File: src/rtl/ide_tim_pkg.sv
package ide_tim_pkg;

    localparam int REG_W = 8;
    localparam int NSLOT = 9;

    localparam logic [7:0] OFF_CFG  = 8'h50;
    localparam logic [7:0] OFF_CTRL = 8'h51;
    localparam logic [7:0] OFF_CMDT = 8'h52;
    localparam logic [7:0] OFF_SU0  = 8'h53;
    localparam logic [7:0] OFF_RW0  = 8'h54;
    localparam logic [7:0] OFF_SU1  = 8'h55;
    localparam logic [7:0] OFF_RW1  = 8'h56;
    localparam logic [7:0] OFF_SU2  = 8'h57;
    localparam logic [7:0] OFF_RW2  = 8'h58;
    localparam logic [7:0] OFF_SCR  = 8'h5B;

    // slot indices into the writable bank
    localparam int SL_CTRL = 0;
    localparam int SL_CMDT = 1;
    localparam int SL_SU0  = 2;
    localparam int SL_RW0  = 3;
    localparam int SL_SU1  = 4;
    localparam int SL_RW1  = 5;
    localparam int SL_SU2  = 6;
    localparam int SL_RW2  = 7;
    localparam int SL_SCR  = 8;

    // bit positions that the selection logic decodes
    localparam int CTRL_P0_RA_OFF = 6;
    localparam int CTRL_P1_RA_OFF = 7;
    localparam int CTRL_SEC_EN    = 3;
    localparam int SU2_S0_RA_OFF  = 2;
    localparam int SU2_S1_RA_OFF  = 3;
    localparam int CFG_STRAP_BIT  = 5;

    typedef enum logic [1:0] {
        SU_FOUR = 2'b00,
        SU_TWO  = 2'b01,
        SU_THREE = 2'b10,
        SU_FIVE = 2'b11
    } setup_code_e;

    typedef struct packed {
        logic [2:0] setup;
        logic [3:0] active;
        logic [3:0] recovery;
    } drv_timing_t;

    function automatic logic [7:0] slot_offset(input int i);
        case (i)
            SL_CTRL: slot_offset = OFF_CTRL;
            SL_CMDT: slot_offset = OFF_CMDT;
            SL_SU0:  slot_offset = OFF_SU0;
            SL_RW0:  slot_offset = OFF_RW0;
            SL_SU1:  slot_offset = OFF_SU1;
            SL_RW1:  slot_offset = OFF_RW1;
            SL_SU2:  slot_offset = OFF_SU2;
            SL_RW2:  slot_offset = OFF_RW2;
            default: slot_offset = OFF_SCR;
        endcase
    endfunction

    function automatic logic [REG_W-1:0] slot_reset(input int i);
        case (i)
            SL_SU0, SL_SU1: slot_reset = 8'hC0;
            SL_SU2:         slot_reset = 8'hCC;
            default:        slot_reset = 8'h00;
        endcase
    endfunction

    function automatic logic [2:0] setup_clocks(input logic [1:0] code);
        case (setup_code_e'(code))
            SU_TWO:   setup_clocks = 3'd2;
            SU_THREE: setup_clocks = 3'd3;
            SU_FOUR:  setup_clocks = 3'd4;
            default:  setup_clocks = 3'd5;
        endcase
    endfunction

    function automatic drv_timing_t unpack_timing(input logic [1:0] code,
                                                  input logic [REG_W-1:0] rw);
        drv_timing_t t;
        t.setup    = setup_clocks(code);
        t.active   = rw[7:4];
        t.recovery = rw[3:0];
        return t;
    endfunction

endpackage

File: src/rtl/ide_tim_regfile.sv
module ide_tim_regfile
    import ide_tim_pkg::*;
#(
    parameter int ADDR_W = 8
) (
    input  logic              clk,
    input  logic              rst,
    input  logic              reg_we,
    input  logic [ADDR_W-1:0] reg_addr,
    input  logic [REG_W-1:0]  reg_wdata,
    output logic [REG_W-1:0]  bank [NSLOT]
);

    always_ff @(posedge clk) begin
        for (int i = 0; i < NSLOT; i++) begin
            if (rst)
                bank[i] <= slot_reset(i);
            else if (reg_we && reg_addr == ADDR_W'(slot_offset(i)))
                bank[i] <= reg_wdata;
        end
    end

endmodule

File: src/rtl/ide_tim_readmux.sv
module ide_tim_readmux
    import ide_tim_pkg::*;
#(
    parameter int ADDR_W   = 8,
    parameter int CHIP_REV = 2
) (
    input  logic [ADDR_W-1:0] reg_addr,
    input  logic [REG_W-1:0]  bank [NSLOT],
    input  logic              alt_base_strap,
    output logic [REG_W-1:0]  reg_rdata
);

    localparam logic [1:0] REV = CHIP_REV[1:0];

    logic [REG_W-1:0] cfg_byte;

    always_comb begin
        cfg_byte = '0;
        cfg_byte[1:0] = REV;
        cfg_byte[CFG_STRAP_BIT] = alt_base_strap;
    end

    always_comb begin
        reg_rdata = '0;
        if (reg_addr == ADDR_W'(OFF_CFG))
            reg_rdata = cfg_byte;
        for (int i = 0; i < NSLOT; i++) begin
            if (reg_addr == ADDR_W'(slot_offset(i)))
                reg_rdata = bank[i];
        end
    end

endmodule

File: src/rtl/ide_tim_select.sv
module ide_tim_select
    import ide_tim_pkg::*;
#(
    parameter int NSET = 3
) (
    input  logic [1:0]       su_code [NSET],
    input  logic [REG_W-1:0] rw_time [NSET],
    input  logic [1:0]       pri_ra_off,
    input  logic [1:0]       sec_ra_off,
    input  logic             sec_en,
    input  logic             sel_chan,
    input  logic             sel_drive,
    output drv_timing_t      cur,
    output logic             readahead_en
);

    localparam int SEL_W = $clog2(NSET);

    drv_timing_t      tset [NSET];
    logic [SEL_W-1:0] idx;

    for (genvar g = 0; g < NSET; g++) begin : g_set
        assign tset[g] = unpack_timing(su_code[g], rw_time[g]);
    end

    // primary drives own sets 0 and 1; both secondary drives share the last
    always_comb begin
        if (sel_chan)
            idx = SEL_W'(NSET - 1);
        else
            idx = SEL_W'(sel_drive);
    end

    assign cur = tset[idx];

    always_comb begin
        if (!sel_chan)
            readahead_en = ~pri_ra_off[sel_drive];
        else
            readahead_en = sec_en & ~sec_ra_off[sel_drive];
    end

endmodule

File: src/rtl/ide_pio_timing_bank.sv
module ide_pio_timing_bank
    import ide_tim_pkg::*;
#(
    parameter int ADDR_W   = 8,
    parameter int CHIP_REV = 2
) (
    input  logic              clk,
    input  logic              rst,
    input  logic [ADDR_W-1:0] reg_addr,
    input  logic [7:0]        reg_wdata,
    input  logic              reg_we,
    output logic [7:0]        reg_rdata,
    input  logic              alt_base_strap,
    input  logic              sel_chan,
    input  logic              sel_drive,
    output logic [2:0]        setup_clks,
    output logic [3:0]        active_clks,
    output logic [3:0]        recovery_clks,
    output logic              readahead_en,
    output logic              sec_chan_en
);

    localparam int NSET = 3;

    logic [REG_W-1:0] bank [NSLOT];
    logic [1:0]       su_code [NSET];
    logic [REG_W-1:0] rw_time [NSET];
    drv_timing_t      cur;

    ide_tim_regfile #(.ADDR_W(ADDR_W)) u_regs (
        .clk       (clk),
        .rst       (rst),
        .reg_we    (reg_we),
        .reg_addr  (reg_addr),
        .reg_wdata (reg_wdata),
        .bank      (bank)
    );

    ide_tim_readmux #(.ADDR_W(ADDR_W), .CHIP_REV(CHIP_REV)) u_rd (
        .reg_addr       (reg_addr),
        .bank           (bank),
        .alt_base_strap (alt_base_strap),
        .reg_rdata      (reg_rdata)
    );

    assign su_code[0] = bank[SL_SU0][7:6];
    assign su_code[1] = bank[SL_SU1][7:6];
    assign su_code[2] = bank[SL_SU2][7:6];
    assign rw_time[0] = bank[SL_RW0];
    assign rw_time[1] = bank[SL_RW1];
    assign rw_time[2] = bank[SL_RW2];
    assign sec_chan_en = bank[SL_CTRL][CTRL_SEC_EN];

    ide_tim_select #(.NSET(NSET)) u_sel (
        .su_code      (su_code),
        .rw_time      (rw_time),
        .pri_ra_off   ({bank[SL_CTRL][CTRL_P1_RA_OFF], bank[SL_CTRL][CTRL_P0_RA_OFF]}),
        .sec_ra_off   ({bank[SL_SU2][SU2_S1_RA_OFF], bank[SL_SU2][SU2_S0_RA_OFF]}),
        .sec_en       (sec_chan_en),
        .sel_chan     (sel_chan),
        .sel_drive    (sel_drive),
        .cur          (cur),
        .readahead_en (readahead_en)
    );

    assign setup_clks    = cur.setup;
    assign active_clks   = cur.active;
    assign recovery_clks = cur.recovery;

endmodule

File: config.mk
export PLATFORM = sky130hd
export DESIGN_NAME = ide_pio_timing_bank
export DESIGN_NICKNAME = d
export VERILOG_FILES = /design/src/rtl/ide_tim_pkg.sv /design/src/rtl/ide_tim_regfile.sv /design/src/rtl/ide_tim_readmux.sv /design/src/rtl/ide_tim_select.sv /design/src/rtl/ide_pio_timing_bank.sv
export SDC_FILE = /design/constraint.sdc
export NUM_CORES = 1
export LEC_CHECK = 0
export BUFFER_PORTS_ARGS = -buffer_cell sky130_fd_sc_hd__buf_2
export CORE_MARGIN = 2
export CORE_UTILIZATION = 35
export CTS_CLUSTER_DIAMETER = 80
export DETAILED_ROUTE_END_ITERATION = 8
export PLACE_DENSITY = 0.6
export SLEW_MARGIN = 20
export SYNTH_ARGS = -nofsm -noshare
export SYNTH_HDL_FRONTEND = slang
export SYNTH_SLANG_ARGS = --single-unit
File: constraint.sdc
create_clock -name clk -period 2 [get_ports clk]
set_input_delay 0.1 -clock clk [delete_from_list [all_inputs] [get_ports clk]]
set_output_delay 0.1 -clock clk [all_outputs]
set_load 0.005 [all_outputs]
==> summary.log <==
INFO  run_status     run_status=completed
INFO  worst_setup_path timing.critical_path.arrival=1.79ns
INFO  clock_tree     clk_pin_slew=0.08ns
INFO  sta            min_period_over_period=0.947
INFO  route          vias_per_cell=5.33
INFO  layout         multi_input_area=2210um^2
INFO  sta            setup_viol=0
INFO  synthesis      synth_mux_area_frac=0.217
INFO  layout         layout.nets=485
INFO  flow_run       cap_viol_max_count=0
INFO  sta            rsz0062_at_grt=no
INFO  global_routing antenna_violations_before_repair=0
INFO  hold_path      worst_hold_startpoint=reg_wdata[5]
INFO  placed_design  detailedPlacementHpwl=7.63mm
INFO  floorplanning  coreArea=10700um^2
INFO  worst_setup_path setup.worst_path.start_class=flip-flop
INFO  layout         commonest_non_fill_non_tap_cell_in_the_layout=sky130_fd_sc_hd__mux2i_1
INFO  placed_design  post-place-ws=0.162ns
INFO  synthesis      synth_cells=425
INFO  sta            final.setup.worst_slack=0.106ns
INFO  global_routing grt_first_pass_wirelength=17.2mm
INFO  hold_path      holdPathEnd=u_regs.bank[5]
INFO  clock_tree     cts-buffers-inserted=9
INFO  sta            final_count_of_pins_violating_max_slew=0
INFO  clock_tree     post-cts-setup-buffers=0
INFO  synthesis      seq_area_frac_synth=0.376
INFO  layout         top_register_by_number_of_flip_flops=u_regs.bank
INFO  global_routing largest_net_degree_at_the_start_of_global_routing=42
INFO  layout         num-fill-cells=1103
INFO  synthesis      syn-mean-instance-area=9.03um^2
INFO  worst_setup_path rr_worst_depth=2
INFO  global_routing global_route.overflow_total=0
INFO  layout         layout.area.seq=1440um^2
INFO  synthesis      synth_enable_flop_cells=0
INFO  layout         drive_gt1_frac=0.205
INFO  synthesis      synth_async_sr_flop_share=0
INFO  floorplanning  die_width=109um
INFO  sta            max_frequency=528MHz
INFO  worst_setup_path r2r_end=u_regs.bank[39]
INFO  worst_setup_path reg2reg_from=u_regs.bank[39]
INFO  pwr            max-vdd-ir-drop=339uV
INFO  sta            timing_worst_slew_pin_value=0.811ns
INFO  clock_tree     htreeDepth=3
INFO  layout         layout_top_registers=u_regs.bank (72)
INFO  route          num_vias=3222
INFO  sta            post-route-min-period=1.89ns
INFO  synthesis      largest_family_of_logic_cells_by_synthesized_area=multiplexers
INFO  floorplanning  die_height=109um
INFO  clock_tree     insertion_delay=0.35ns
INFO  clock_tree     hold_buf_cts=0
INFO  synthesis      dominantRegCellSynth=sky130_fd_sc_hd__dfxtp_1
INFO  route          ant_nets=0
INFO  synthesis      synth.net_count=451
INFO  worst_setup_path worst-path-max-fanout=3
INFO  floorplanning  die_footprint=11800um^2
INFO  hold_path      min-delay-path-class=in2reg
INFO  layout         largest_register_ffs=72
INFO  sta            worst_hold_slack=0.0888ns
INFO  route          detailed_routing_iteration_count_for_the_pre_antenna_repair_pass=4
INFO  layout         layout-area-overhead-vs-synth=15.3%
INFO  floorplanning  placement_rows=38
INFO  clock_tree     tritoncts_num_sinks=72
INFO  floorplanning  initial_utilization=0.357
INFO  route          routed_wl=10.7mm
INFO  synthesis      ys_warn_count=0
INFO  synthesis      yosysUniqueCellTypes=49
INFO  sta            final.setup.tns=0ns
INFO  synthesis      post_synth_xor_area_fraction=0.00228
INFO  synthesis      flops_latches_synth=72
INFO  placed_design  routabilityCongestion=0.902
INFO  route          detail_route.iter0.violations=119
INFO  worst_setup_path r2r_setup_slk=1.13ns
INFO  clock_tree     cts.root.buffer_cell=sky130_fd_sc_hd__clkbuf_8
INFO  global_routing global_route_total_usage_across_every_layer=0.192
INFO  route          routed_length_per_instance=17.7um
INFO  sta            clock-skew-final=0ns
INFO  synthesis      syn_area=3840um^2
INFO  clock_tree     clock_tree.buffer_depth=2
INFO  clock_tree     tritoncts_clock_tree=built
INFO  layout         insertedDiodeCount=0
INFO  synthesis      synth-compound-area-share=0.147
INFO  synthesis      synth_simple_gate_area_share=0.196
INFO  route          route.detailed.drc=0
INFO  hold_path      number_of_cells_on_the_worst_hold_path=3
INFO  global_routing grt_pass1_vias=3196
INFO  sta            final_hold_viol_count=0
INFO  worst_setup_path critPathCaptureType=output port
INFO  pwr            pwr_density_cell=671nW/um^2
INFO  worst_setup_path path_class=reg2out
INFO  synthesis      synth_adder_area_share=0.0130
INFO  pwr            design_power_total=2970uW
INFO  floorplanning  design.portCount=43
INFO  worst_setup_path critPathRequiredTime=1.90ns
INFO  sta            relSlewSlack=0.459
INFO  placed_design  portBuffers=42
INFO  layout         final_cell_mix=sky130_fd_sc_hd__mux2i_1 (72), sky130_fd_sc_hd__dfxtp_1 (71), sky130_fd_sc_hd__nor2_1 (64), sky130_fd_sc_hd__buf_2 (42)
INFO  pwr            leakage=0.00194uW
[routing by layer]
metal | track usage | vias to the layer above | wire length, um
li1 | - | 1590 | -
met3 | 0.0418 | 8 | 502
met2 | 0.321 | 72 | 5100
met4 | 0.0522 | 0 | 110
met5 | 0 | - | 0
met1 | 0.251 | 1552 | 4960
[worst max path at each step]
stage                               to  cells after the start       startpoint
after floorplan           reg_rdata[4]                      6      reg_addr[1]
after global placement    reg_rdata[4]                      6      reg_addr[1]
after detailed placement  reg_rdata[4]                      6      reg_addr[1]
after CTS                 reg_rdata[1]                      5  u_regs.bank[41]
after global routing      reg_rdata[1]                      5  u_regs.bank[41]
final                     reg_rdata[1]                      5  u_regs.bank[41]
[where the power goes]
group	internal, uW	leakage [uW]	total, uW	switching [uW]
registers	1430	0.000581	1440	1.41
clock network	703	0.000104	1260	558
logic	92.7	0.00126	273	180
[through the flow]
step           instances  area, um^2  utilization
2_1_floorplan        425        3840            -
3_3_place_gp         588        4210        0.391
3_5_place_dp         588        4210        0.391
4_1_cts              604        4420        0.412
5_1_grt              604        4430        0.412
6_report             604        4430        0.412
[worst max-delay path, stage by stage, from the launching register on]
cell and delay (ns):
sky130_fd_sc_hd__dfxtp_2 0.36, sky130_fd_sc_hd__or3b_1 0.35, sky130_fd_sc_hd__a21oi_1 0.14, sky130_fd_sc_hd__o21ai_1 0.12
sky130_fd_sc_hd__a221oi_2 0.31, sky130_fd_sc_hd__buf_2 0.17
[final cells by class]
class,instances,area share
multi-input combinational,308,0.500
sequential,72,0.326
timing repair buffer,62,0.0814
tap,140,0.0396
clock buffer,11,0.0297
clock inverter,5,0.0184
inverter,6,0.00509
[kinds of logic after synthesis]
logic type	after synthesis
and+or+nand+nor	139
AOI/OAI and AO/OA	83
muxes	81
DFF	72
buffers and inverters	45
adders and majority gates	4
xor gates and xnor gates	1
[cell usage after synthesis (2+ instances only)]
master,instances,area [um^2]
sky130_fd_sc_hd__mux2_1,6,67.6
sky130_fd_sc_hd__nand4_2,4,50.1
sky130_fd_sc_hd__a211o_1,9,78.8
sky130_fd_sc_hd__nand3b_1,2,15.0
sky130_fd_sc_hd__a221oi_1,6,52.6
sky130_fd_sc_hd__ha_1,4,50.1
sky130_fd_sc_hd__nor3_1,3,15.0
sky130_fd_sc_hd__buf_2,11,55.1
sky130_fd_sc_hd__dfxtp_1,72,1440
sky130_fd_sc_hd__o22ai_1,12,75.1
sky130_fd_sc_hd__inv_1,6,22.5
sky130_fd_sc_hd__nor2b_1,9,56.3
sky130_fd_sc_hd__a21oi_1,22,110
sky130_fd_sc_hd__nand2b_1,10,62.6
sky130_fd_sc_hd__a21o_1,2,15.0
sky130_fd_sc_hd__clkbuf_1,26,97.6
sky130_fd_sc_hd__nor2_1,64,240
sky130_fd_sc_hd__mux2_2,2,22.5
sky130_fd_sc_hd__or3b_1,2,17.5
sky130_fd_sc_hd__nand2_1,22,82.6
sky130_fd_sc_hd__a32o_1,6,60.1
sky130_fd_sc_hd__o21ai_0,15,75.1
sky130_fd_sc_hd__a311oi_1,2,17.5
sky130_fd_sc_hd__nand3_1,10,50.1
sky130_fd_sc_hd__mux2i_1,72,721
sky130_fd_sc_hd__nor3_4,3,48.8
[timing repair]
item | 4_1_cts | 5_1_grt
resized for setup | 1 | 1
pin swaps | 0 | 1
endpoints found under the setup margin | 1 | 1
Power figures use the tool's default switching activity.
